### src/rtl/pas_pkg.sv
// Package: shared encodings and the built-in pattern program.
// Assumes base fields of 8 bits and dimension fields of 4 bits.
package pas_pkg;

    typedef enum logic [1:0] {OP_NONE = 2'd0, OP_ADD = 2'd1, OP_MUL = 2'd2, OP_DIV = 2'd3} op_e;
    typedef enum logic [1:0] {K_LIN = 2'd0, K_MV = 2'd1, K_MVT = 2'd2} kind_e;

    localparam int ROM_W   = 16;
    localparam int BASE_W  = 8;
    localparam int DIM_W   = 4;
    localparam int NUM_ROM = 4;

    localparam int SEL_RDA = 0;
    localparam int SEL_RDB = 1;
    localparam int SEL_WR  = 2;
    localparam int SEL_OP  = 3;

    // Word returned by ROM "which" at instruction "idx"
    function automatic logic [ROM_W-1:0] prog_word(input int which, input int idx);
        logic [ROM_W-1:0] w;
        w = '0;
        case (which)
            SEL_RDA: case (idx)
                0: w = {6'd0, K_LIN, 8'd0};
                1: w = {6'd0, K_MV,  8'd16};
                2: w = {6'd0, K_MVT, 8'd16};
                3: w = {6'd0, K_LIN, 8'd30};
                default: w = '0;
            endcase
            SEL_RDB: case (idx)
                0: w = {4'd0, 4'd3, 8'd0};
                1: w = {4'd0, 4'd2, 8'd4};
                2: w = {4'd0, 4'd2, 8'd20};
                3: w = {4'd0, 4'd2, 8'd31};
                default: w = '0;
            endcase
            SEL_WR: case (idx)
                0: w = {3'd0, 1'b0, 4'd1, 8'd8};
                1: w = {3'd0, 1'b1, 4'd3, 8'd12};
                2: w = {3'd0, 1'b0, 4'd3, 8'd24};
                3: w = {3'd0, 1'b1, 4'd1, 8'd40};
                default: w = '0;
            endcase
            default: case (idx)
                0: w = {14'd0, OP_ADD};
                1: w = {14'd0, OP_MUL};
                2: w = {14'd0, OP_MUL};
                3: w = {14'd0, OP_DIV};
                default: w = '0;
            endcase
        endcase
        return w;
    endfunction

endpackage

### src/rtl/pas_rom.sv
// Single-port instruction ROM: one slice of each pattern instruction.
// Assumes the contents come from pas_pkg::prog_word; the read is combinational.
module pas_rom #(
    parameter int WHICH  = 0,
    parameter int PC_W   = 2
) (
    input  logic [PC_W-1:0]              addr,
    output logic [pas_pkg::ROM_W-1:0]    data
);
    // Look up the slice for the addressed instruction
    always_comb data = pas_pkg::prog_word(WHICH, int'(addr));
endmodule

### src/rtl/pas_addr_gen.sv
// Expands the current pattern step (outer, inner) into read and write addresses.
// Assumes the problem offset is already computed; all sums wrap at ADDR_W.
module pas_addr_gen #(
    parameter int ADDR_W = 8
) (
    input  pas_pkg::kind_e                 kind,
    input  logic [pas_pkg::BASE_W-1:0]     a_base,
    input  logic [pas_pkg::BASE_W-1:0]     b_base,
    input  logic [pas_pkg::BASE_W-1:0]     w_base,
    input  logic [pas_pkg::DIM_W-1:0]      ncols,
    input  logic [pas_pkg::DIM_W-1:0]      outer,
    input  logic [pas_pkg::DIM_W-1:0]      inner,
    input  logic [ADDR_W-1:0]              offset,
    output logic [ADDR_W-1:0]              rda,
    output logic [ADDR_W-1:0]              rdb,
    output logic [ADDR_W-1:0]              wra
);
    logic [ADDR_W-1:0] ab, bb, wb, ov, iv, cv;
    always_comb begin
        ab = ADDR_W'(a_base);
        bb = ADDR_W'(b_base);
        wb = ADDR_W'(w_base);
        ov = ADDR_W'(outer);
        iv = ADDR_W'(inner);
        cv = ADDR_W'(ncols);
    end

    // Pattern-dependent address arithmetic
    always_comb begin
        case (kind)
            pas_pkg::K_MV: begin
                rda = ab + ov * cv + iv + offset;
                rdb = bb + iv + offset;
            end
            pas_pkg::K_MVT: begin
                rda = ab + ov + iv * cv + offset;
                rdb = bb + iv + offset;
            end
            default: begin
                rda = ab + ov + offset;
                rdb = bb + ov + offset;
            end
        endcase
        wra = wb + ov + offset;
    end
endmodule

### src/rtl/pas_wr_delay.sv
// Write-address delay line: an entry inserted with latency L leaves L cycles later.
// Assumes issued entries never collide (the sequencer's idle slots ensure it).
module pas_wr_delay #(
    parameter int ADDR_W = 8,
    parameter int DEPTH  = 27,
    localparam int LAT_W = $clog2(DEPTH + 1)
) (
    input  logic              clk,
    input  logic              rst_n,
    input  logic              ins_vld,
    input  logic [LAT_W-1:0]  ins_lat,
    input  logic              ins_sel,
    input  logic [ADDR_W-1:0] ins_addr,
    output logic              out_vld,
    output logic              out_sel,
    output logic [ADDR_W-1:0] out_addr
);
    logic [DEPTH-1:0]  vld_q;
    logic [DEPTH-1:0]  sel_q;
    logic [ADDR_W-1:0] adr_q [DEPTH];

    for (genvar i = 0; i < DEPTH; i++) begin : g_stage
        localparam logic [LAT_W-1:0] SLOT = LAT_W'(i + 1);
        // Shift toward stage 0, or capture a new entry at its latency slot
        always_ff @(posedge clk) begin
            if (!rst_n) begin
                vld_q[i] <= 1'b0;
                sel_q[i] <= 1'b0;
                adr_q[i] <= '0;
            end else if (ins_vld && ins_lat == SLOT) begin
                vld_q[i] <= 1'b1;
                sel_q[i] <= ins_sel;
                adr_q[i] <= ins_addr;
            end else if (i == DEPTH - 1) begin
                vld_q[i] <= 1'b0;
                sel_q[i] <= 1'b0;
                adr_q[i] <= '0;
            end else begin
                vld_q[i] <= vld_q[(i + 1) % DEPTH];
                sel_q[i] <= sel_q[(i + 1) % DEPTH];
                adr_q[i] <= adr_q[(i + 1) % DEPTH];
            end
        end
    end

    assign out_vld  = vld_q[0];
    assign out_sel  = sel_q[0];
    assign out_addr = adr_q[0];
endmodule

### src/rtl/pattern_addr_seq.sv
// Pattern-instruction address sequencer for a two-RAM shared datapath.
// Steps a program of NINSTR pattern instructions, once for each of NPROB problems,
// offsetting problem p by p*PROB_STRIDE. Assumes LAT_DIV > LAT_ADD.
module pattern_addr_seq #(
    parameter int ADDR_W      = 8,
    parameter int NINSTR      = 4,
    parameter int NPROB       = 2,
    parameter int PROB_STRIDE = 64,
    parameter int LAT_ADD     = 12,
    parameter int LAT_DIV     = 27,
    localparam int PC_W       = (NINSTR > 1) ? $clog2(NINSTR) : 1,
    localparam int PROB_W     = (NPROB > 1) ? $clog2(NPROB) : 1,
    localparam int GAP        = LAT_DIV - LAT_ADD,
    localparam int GAP_W      = $clog2(GAP + 1),
    localparam int LAT_W      = $clog2(LAT_DIV + 1)
) (
    input  logic              clk,
    input  logic              rst_n,
    input  logic              start,
    output logic              busy,
    output logic              done,
    output logic              op_vld,
    output logic [1:0]        op_sel,
    output logic [ADDR_W-1:0] rda_addr,
    output logic [ADDR_W-1:0] rdb_addr,
    output logic              wr_en,
    output logic              wr_sel,
    output logic [ADDR_W-1:0] wr_addr
);
    import pas_pkg::*;

    logic                running, fin;
    logic [PC_W-1:0]     pc;
    logic [PROB_W-1:0]   prob;
    logic [DIM_W-1:0]    o_idx, i_idx;
    logic [GAP_W-1:0]    gap;
    logic [ROM_W-1:0]    rom_q [NUM_ROM];

    // Four single-port ROMs share the program counter
    for (genvar r = 0; r < NUM_ROM; r++) begin : g_rom
        pas_rom #(.WHICH(r), .PC_W(PC_W)) i_rom (.addr(pc), .data(rom_q[r]));
    end

    kind_e             kind;
    op_e               op;
    logic [BASE_W-1:0] a_base, b_base, w_base;
    logic [DIM_W-1:0]  rows, cols, n_outer, n_inner;
    logic              w_ram;

    // Decode the instruction slices and the loop bounds
    always_comb begin
        kind    = kind_e'(rom_q[SEL_RDA][9:8]);
        a_base  = rom_q[SEL_RDA][7:0];
        rows    = rom_q[SEL_RDB][11:8];
        b_base  = rom_q[SEL_RDB][7:0];
        w_ram   = rom_q[SEL_WR][12];
        cols    = rom_q[SEL_WR][11:8];
        w_base  = rom_q[SEL_WR][7:0];
        op      = op_e'(rom_q[SEL_OP][1:0]);
        n_outer = (kind == K_MVT) ? cols : rows;
        n_inner = (kind == K_MVT) ? rows : ((kind == K_MV) ? cols : DIM_W'(1));
    end

    logic issue, last_in, instr_end, prog_end, all_end;
    always_comb begin
        issue     = running && !fin && (gap == '0);
        last_in   = (i_idx == n_inner - DIM_W'(1));
        instr_end = issue && last_in && (o_idx == n_outer - DIM_W'(1));
        prog_end  = instr_end && (pc == PC_W'(NINSTR - 1));
        all_end   = prog_end && (prob == PROB_W'(NPROB - 1));
    end

    // Run control: counters, idle-slot insertion and problem wrap
    always_ff @(posedge clk) begin
        if (!rst_n) begin
            running <= 1'b0;
            fin     <= 1'b0;
            pc      <= '0;
            prob    <= '0;
            o_idx   <= '0;
            i_idx   <= '0;
            gap     <= '0;
        end else if (!running) begin
            if (start) begin
                running <= 1'b1;
                fin     <= 1'b0;
                pc      <= '0;
                prob    <= '0;
                o_idx   <= '0;
                i_idx   <= '0;
                gap     <= '0;
            end
        end else if (done) begin
            running <= 1'b0;
            fin     <= 1'b0;
        end else begin
            if (gap != '0) gap <= gap - GAP_W'(1);
            if (issue) begin
                if (op == OP_DIV) gap <= GAP_W'(GAP);
                if (instr_end) begin
                    o_idx <= '0;
                    i_idx <= '0;
                    pc    <= prog_end ? '0 : pc + PC_W'(1);
                    if (prog_end) prob <= all_end ? '0 : prob + PROB_W'(1);
                    if (all_end) fin <= 1'b1;
                end else if (last_in) begin
                    i_idx <= '0;
                    o_idx <= o_idx + DIM_W'(1);
                end else begin
                    i_idx <= i_idx + DIM_W'(1);
                end
            end
        end
    end

    logic [ADDR_W-1:0] offset, rda_c, rdb_c, wra_c;
    always_comb offset = ADDR_W'(prob) * ADDR_W'(PROB_STRIDE);

    pas_addr_gen #(.ADDR_W(ADDR_W)) i_agen (
        .kind(kind), .a_base(a_base), .b_base(b_base), .w_base(w_base),
        .ncols(cols), .outer(o_idx), .inner(i_idx), .offset(offset),
        .rda(rda_c), .rdb(rdb_c), .wra(wra_c)
    );

    logic [LAT_W-1:0] lat;
    always_comb lat = (op == OP_DIV) ? LAT_W'(LAT_DIV) : LAT_W'(LAT_ADD);

    pas_wr_delay #(.ADDR_W(ADDR_W), .DEPTH(LAT_DIV)) i_wdly (
        .clk(clk), .rst_n(rst_n),
        .ins_vld(issue && last_in), .ins_lat(lat), .ins_sel(w_ram), .ins_addr(wra_c),
        .out_vld(wr_en), .out_sel(wr_sel), .out_addr(wr_addr)
    );

    // Issue-side outputs
    always_comb begin
        busy     = running;
        done     = running && fin && (gap == '0);
        op_vld   = issue;
        op_sel   = issue ? op : OP_NONE;
        rda_addr = issue ? rda_c : '0;
        rdb_addr = issue ? rdb_c : '0;
    end
endmodule

### config.mk
export PLATFORM = sky130hd
export DESIGN_NAME = pattern_addr_seq
export DESIGN_NICKNAME = d
export VERILOG_FILES = /design/src/rtl/pas_pkg.sv /design/src/rtl/pas_rom.sv /design/src/rtl/pas_addr_gen.sv /design/src/rtl/pas_wr_delay.sv /design/src/rtl/pattern_addr_seq.sv
export SDC_FILE = /design/constraint.sdc
export NUM_CORES = 1
export LEC_CHECK = 0
export ABC_AREA = 1
export BUFFER_PORTS_ARGS = -buffer_cell sky130_fd_sc_hd__clkbuf_2
export CORE_ASPECT_RATIO = 0.75
export CORE_MARGIN = 2
export CORE_UTILIZATION = 45
export CTS_BUF_LIST = sky130_fd_sc_hd__clkbuf_4 sky130_fd_sc_hd__clkbuf_8
export CTS_CLUSTER_SIZE = 12
export DETAILED_ROUTE_END_ITERATION = 12
export GPL_TIMING_DRIVEN = 0
export SKIP_LAST_GASP = 1
export SYNTH_ARGS = -nofsm -noshare
export SYNTH_HDL_FRONTEND = slang
export SYNTH_SLANG_ARGS = --single-unit
export TNS_END_PERCENT = 1
### constraint.sdc
create_clock -name clk -period 5.3 [get_ports clk]
set_clock_uncertainty 0.05 [all_clocks]
set_input_delay 1.06 -clock clk [delete_from_list [all_inputs] [get_ports clk]]
set_output_delay 1.06 -clock clk [all_outputs]
set_load 0.02 [all_outputs]
==> flow_results.xml <==
<?xml version="1.0" encoding="UTF-8"?>
<metrics>
  <group name="hold_path">
    <metric name="timing.hold.worst.start" unit="">i_wdly.adr_q[8][6]</metric>
    <metric name="worst_min_delay_path_endpoint" unit="">i_wdly.adr_q[7][6]</metric>
    <metric name="min-delay-path-class" unit="">register to register</metric>
    <metric name="min_path_cells" unit="">2</metric>
  </group>
  <group name="timing">
    <metric name="tightest_slew" unit="ns">0.7121</metric>
    <metric name="hold_violations" unit="">0</metric>
    <metric name="relSlewSlack" unit="%">52.53</metric>
    <metric name="setup_violators_final" unit="">0</metric>
    <metric name="final_max_slew_viol_count" unit="">0</metric>
    <metric name="maxClockFrequency" unit="MHz">195.2</metric>
    <metric name="min_period_over_period" unit="%">96.68</metric>
    <metric name="rsz_0062_raised_after_global_routing" unit="">yes</metric>
    <metric name="period_minus_slack" unit="ns">5.124</metric>
  </group>
  <group name="critical_path">
    <metric name="worst_path_most_repeated_cell" unit="">sky130_fd_sc_hd__inv_1</metric>
    <metric name="ff2ff_setup_slack" unit="ns">3.03</metric>
    <metric name="timing.critical_path.max_delay_family" unit="">adder cells</metric>
    <metric name="startpoint_type" unit="">register</metric>
    <metric name="end_kind" unit="">output port</metric>
    <metric name="critical_path_class" unit="">register to output port</metric>
    <metric name="cp_data_arrival_time" unit="ns">4.01</metric>
    <metric name="critical_path_required" unit="ns">4.19</metric>
    <metric name="cp_max_fo" unit="">7</metric>
    <metric name="crit_slowest_cell" unit="">sky130_fd_sc_hd__fa_1</metric>
    <metric name="rr_endpoint" unit="">i_wdly.adr_q[11][6]</metric>
    <metric name="timing.critical_path.cells" unit="">inv_1 -&gt; fa_1 -&gt; inv_1 -&gt; ha_1 -&gt; inv_1 -&gt; fa_1 -&gt; inv_1 -&gt; ha_1 -&gt; nand3_1 -&gt; nand3_1 -&gt; a21oi_1 -&gt; or2_2 -&gt; a21oi_1 -&gt; clkbuf_2</metric>
    <metric name="ff2ff_path_depth" unit="">9</metric>
    <metric name="worst_r2r_startpoint" unit="">pc[1]</metric>
    <metric name="crit_buf_inv" unit="">5</metric>
    <metric name="slowest_delay" unit="ns">0.61</metric>
  </group>
  <group name="detailed_routing">
    <metric name="routed_wl" unit="mm">19.53</metric>
    <metric name="remaining_drc_errors" unit="">0</metric>
    <metric name="via_count" unit="">7119</metric>
    <metric name="drt_first_iter_violations" unit="">343</metric>
    <metric name="route.antenna.remaining_nets" unit="">0</metric>
    <metric name="wl_per_cell" unit="µm">11.74</metric>
    <metric name="firstDrtPassIters" unit="">4</metric>
    <metric name="avgViaCountPerCell" unit="">4.278</metric>
  </group>
  <group name="cts">
    <metric name="clk_latency" unit="ns">0.54</metric>
    <metric name="cts_buffer_depth" unit="">3</metric>
    <metric name="tritoncts_num_sinks" unit="">287</metric>
    <metric name="tritoncts" unit="">done</metric>
    <metric name="htree_num_levels" unit="">2</metric>
    <metric name="ctsHoldBuffers" unit="">0</metric>
    <metric name="ctsRootBufferMaster" unit="">sky130_fd_sc_hd__clkbuf_8</metric>
    <metric name="cts.reportedPaths.clkPinSlew" unit="ns">0.06</metric>
    <metric name="cts_buffers" unit="">41</metric>
  </group>
  <group name="global_route">
    <metric name="grt_first_pass_wirelength" unit="mm">32.13</metric>
    <metric name="grt_util_all_layers" unit="%">16.42</metric>
    <metric name="antenna_found_initial" unit="">1</metric>
    <metric name="grt_pass1_vias" unit="">6429</metric>
    <metric name="maximum_number_of_pins_on_one_net_before_global_route_repair" unit="">12</metric>
    <metric name="gr-total-overflow" unit="">0</metric>
  </group>
  <group name="floorplan">
    <metric name="die-height" unit="µm">136.0</metric>
    <metric name="fp.dieArea" unit="µm²">24470</metric>
    <metric name="floorplan.io_pins" unit="">34</metric>
    <metric name="core_region_area" unit="µm²">22880</metric>
    <metric name="initial_core_util" unit="%">45.67</metric>
    <metric name="dieWidth" unit="µm">180.0</metric>
    <metric name="floorplan.rows" unit="">48</metric>
  </group>
  <group name="pwr">
    <metric name="finalPower" unit="W">0.004117</metric>
    <metric name="powerDensity" unit="nW/µm²">343.4</metric>
    <metric name="ir_worst_vdd" unit="µV">214.7</metric>
    <metric name="leakage" unit="nW">7.084</metric>
  </group>
  <group name="placed_design">
    <metric name="portBuffers" unit="">31</metric>
    <metric name="dp_hpwl" unit="mm">13.57</metric>
    <metric name="dpl_cell_area" unit="µm²">11040</metric>
    <metric name="routabilityCongestion" unit="">0.8343</metric>
  </group>
  <group name="layout">
    <metric name="fin_area" unit="µm²">11990</metric>
    <metric name="drive_gt1_share" unit="%">13.06</metric>
    <metric name="areaGrowthSynthToFinish" unit="%">14.71</metric>
    <metric name="num-nets-final" unit="">1384</metric>
  </group>
  <group name="logic_synthesis">
    <metric name="synth_ff_type" unit="">sky130_fd_sc_hd__dfxtp_1</metric>
    <metric name="netlist-cell-type-count" unit="">41</metric>
    <metric name="synth.yosys.seq_area_share" unit="%">56.51</metric>
    <metric name="synthArstFlopShare" unit="%">0</metric>
    <metric name="synthesis.area_per_instance" unit="µm²">8.414</metric>
    <metric name="synth_cells" unit="">1242</metric>
    <metric name="yosys.area.top_type_share" unit="%">51.92</metric>
    <metric name="synth.area.top_cells" unit="">sky130_fd_sc_hd__dfxtp_1, sky130_fd_sc_hd__inv_1, sky130_fd_sc_hd__nand2_1</metric>
    <metric name="post_synth_most_frequent_cells" unit="">sky130_fd_sc_hd__inv_1, sky130_fd_sc_hd__nand2_1, sky130_fd_sc_hd__dfxtp_1</metric>
    <metric name="mappedNetlistArea" unit="µm²">10450</metric>
    <metric name="synth_edf_count" unit="">16</metric>
    <metric name="yosys_warnings" unit="">0</metric>
    <metric name="library_cell_with_the_highest_instance_count_after_synthesis" unit="">sky130_fd_sc_hd__inv_1</metric>
    <metric name="synth_area_leader_cell" unit="">sky130_fd_sc_hd__dfxtp_1</metric>
    <metric name="flop_and_latch_count_out_of_synthesis" unit="">287</metric>
  </group>
  <group name="run">
    <metric name="max_cap_violations" unit="">0</metric>
  </group>
  <group name="status">
    <metric name="status" unit="">completed</metric>
  </group>
</metrics>
==> worst register-to-register path, delay by kind of cell (launching register included) <==
| family | cells | cell delay (ns) |
|---|---|---|
| buf+inv | 3 | 0.28 |
| compound gates | 1 | 0.18 |
| simple gates | 1 | 0.24 |
| fa+ha+maj | 3 | 0.80 |
| xor+xnor | 1 | 0.17 |
| flops | 1 | 0.37 |
==> state kept, by name, summed over array words and instances, names as in the netlist <==
| register | flops |
|---|---|
| i_wdly.out_sel | 1 |
| i_wdly.sel_q | 26 |
| prob | 1 |
| i_wdly.adr_q | 216 |
| i_wdly.out_vld | 1 |
| gap | 4 |
| i_wdly.vld_q | 26 |
| busy | 1 |
| pc | 2 |
| o_idx | 4 |
| fin | 1 |
| i_idx | 4 |
==> where the power goes <==
| group | internal (W) | switching, W |
|---|---|---|
| clock | 0.000957 | 0.000796 |
| combinational | 0.0000393 | 0.000113 |
| sequential | 0.00220 | 0.0000124 |
==> cell type report <==
cell class | count | area, µm²
Buffer | 38 | 173.9
Clock inverter | 7 | 48.80
Tap cell | 300 | 375.4
Antenna cell | 1 | 2.502
Multi-Input combinational cell | 575 | 3149
Sequential cell | 287 | 5917
Fill cell | 2189 | 10890
Timing Repair Buffer | 34 | 180.2
Clock buffer | 66 | 795.8
Inverter | 356 | 1345
==> timing repair <==
action | 4_1_cts | 5_1_grt
setup buffers | 0 | 3
setup endpoints to repair | 6 | 5
gates resized for setup | 4 | 29
pin swaps | 0 | 4
==> per-layer routing <==
metal,wire length (µm),share of wire (%),global-route usage [%],vias to the layer above
met2,7860,40,24.16,132
met3,1156,5.9,3.938,34
met1,10220,52,24.03,3226
met4,298,1.5,4.517,0
li1,-,-,-,3727
met5,0,0,0,-
==> cells in the final DEF, fill, tap and decap left out, types with 3 or more instances in the layout <==
| cell | n |
|---|---|
| sky130_fd_sc_hd__a21oi_1 | 26 |
| sky130_fd_sc_hd__a21oi_2 | 3 |
| sky130_fd_sc_hd__buf_2 | 6 |
| sky130_fd_sc_hd__buf_4 | 8 |
| sky130_fd_sc_hd__clkbuf_1 | 26 |
| sky130_fd_sc_hd__clkbuf_2 | 31 |
| sky130_fd_sc_hd__clkbuf_4 | 18 |
| sky130_fd_sc_hd__clkbuf_8 | 48 |
| sky130_fd_sc_hd__clkinv_2 | 3 |
| sky130_fd_sc_hd__conb_1 | 17 |
| sky130_fd_sc_hd__dfxtp_1 | 266 |
| sky130_fd_sc_hd__dfxtp_2 | 3 |
| sky130_fd_sc_hd__edfxtp_1 | 16 |
| sky130_fd_sc_hd__fa_1 | 11 |
| sky130_fd_sc_hd__ha_1 | 33 |
| sky130_fd_sc_hd__inv_1 | 340 |
| sky130_fd_sc_hd__inv_2 | 13 |
| sky130_fd_sc_hd__inv_6 | 3 |
| sky130_fd_sc_hd__nand2_1 | 334 |
| sky130_fd_sc_hd__nand2_2 | 4 |
| sky130_fd_sc_hd__nand3_1 | 24 |
| sky130_fd_sc_hd__nand4_1 | 5 |
| sky130_fd_sc_hd__nor2_1 | 29 |
| sky130_fd_sc_hd__nor2_2 | 12 |
| sky130_fd_sc_hd__nor3_1 | 4 |
| sky130_fd_sc_hd__o21ai_0 | 13 |
| sky130_fd_sc_hd__o21ai_1 | 4 |
| sky130_fd_sc_hd__o21ai_4 | 3 |
| sky130_fd_sc_hd__o22ai_1 | 13 |
| sky130_fd_sc_hd__or2_2 | 4 |
| sky130_fd_sc_hd__xor2_1 | 13 |
==> cell families (layout without fill, tap and decap cells) <==
family / Yosys count / count (layout) / synth area share [%]
simple gates: 426 / 426 / 17.06
buf+inv: 395 / 501 / 14.38
flops: 287 / 287 / 56.51
compound gates: 69 / 69 / 3.927
fa+ha+maj: 48 / 48 / 6.609
xor+xnor: 15 / 15 / 1.437
other cells: 2 / 18 / 0.07187
==> through the flow <==
stage	instances	utilization, %	worst slack, ns	TNS [ns]	hold slack [ns]
after floorplan	1257	-	0.7962	0	0.3405
after global placement	1588	48.23	0.2000	0	0.3416
after CTS	1660	51.94	0.01177	0	0.3407
after detailed placement	1588	48.23	0.1311	0	0.3454
final	1664	52.39	0.1759	0	0.3490
after global routing	1663	52.38	-0.01831	-0.02289	0.3680
==> how the worst max path moves through the flow <==
| stage | from | end | slack [ns] | cells past startpoint |
|---|---|---|---|---|
| after floorplan | pc[0] | rda_addr[6] | 0.80 | 20 |
| after global placement | pc[0] | rda_addr[6] | 0.20 | 22 |
| after detailed placement | pc[0] | rda_addr[6] | 0.13 | 21 |
| after CTS | pc[1] | rda_addr[6] | 0.01 | 20 |
| after global routing | i_idx[3] | rda_addr[5] | -0.02 | 16 |
| final | i_idx[3] | rda_addr[7] | 0.18 | 14 |
Note: power is estimated with default switching activity, not from simulation.
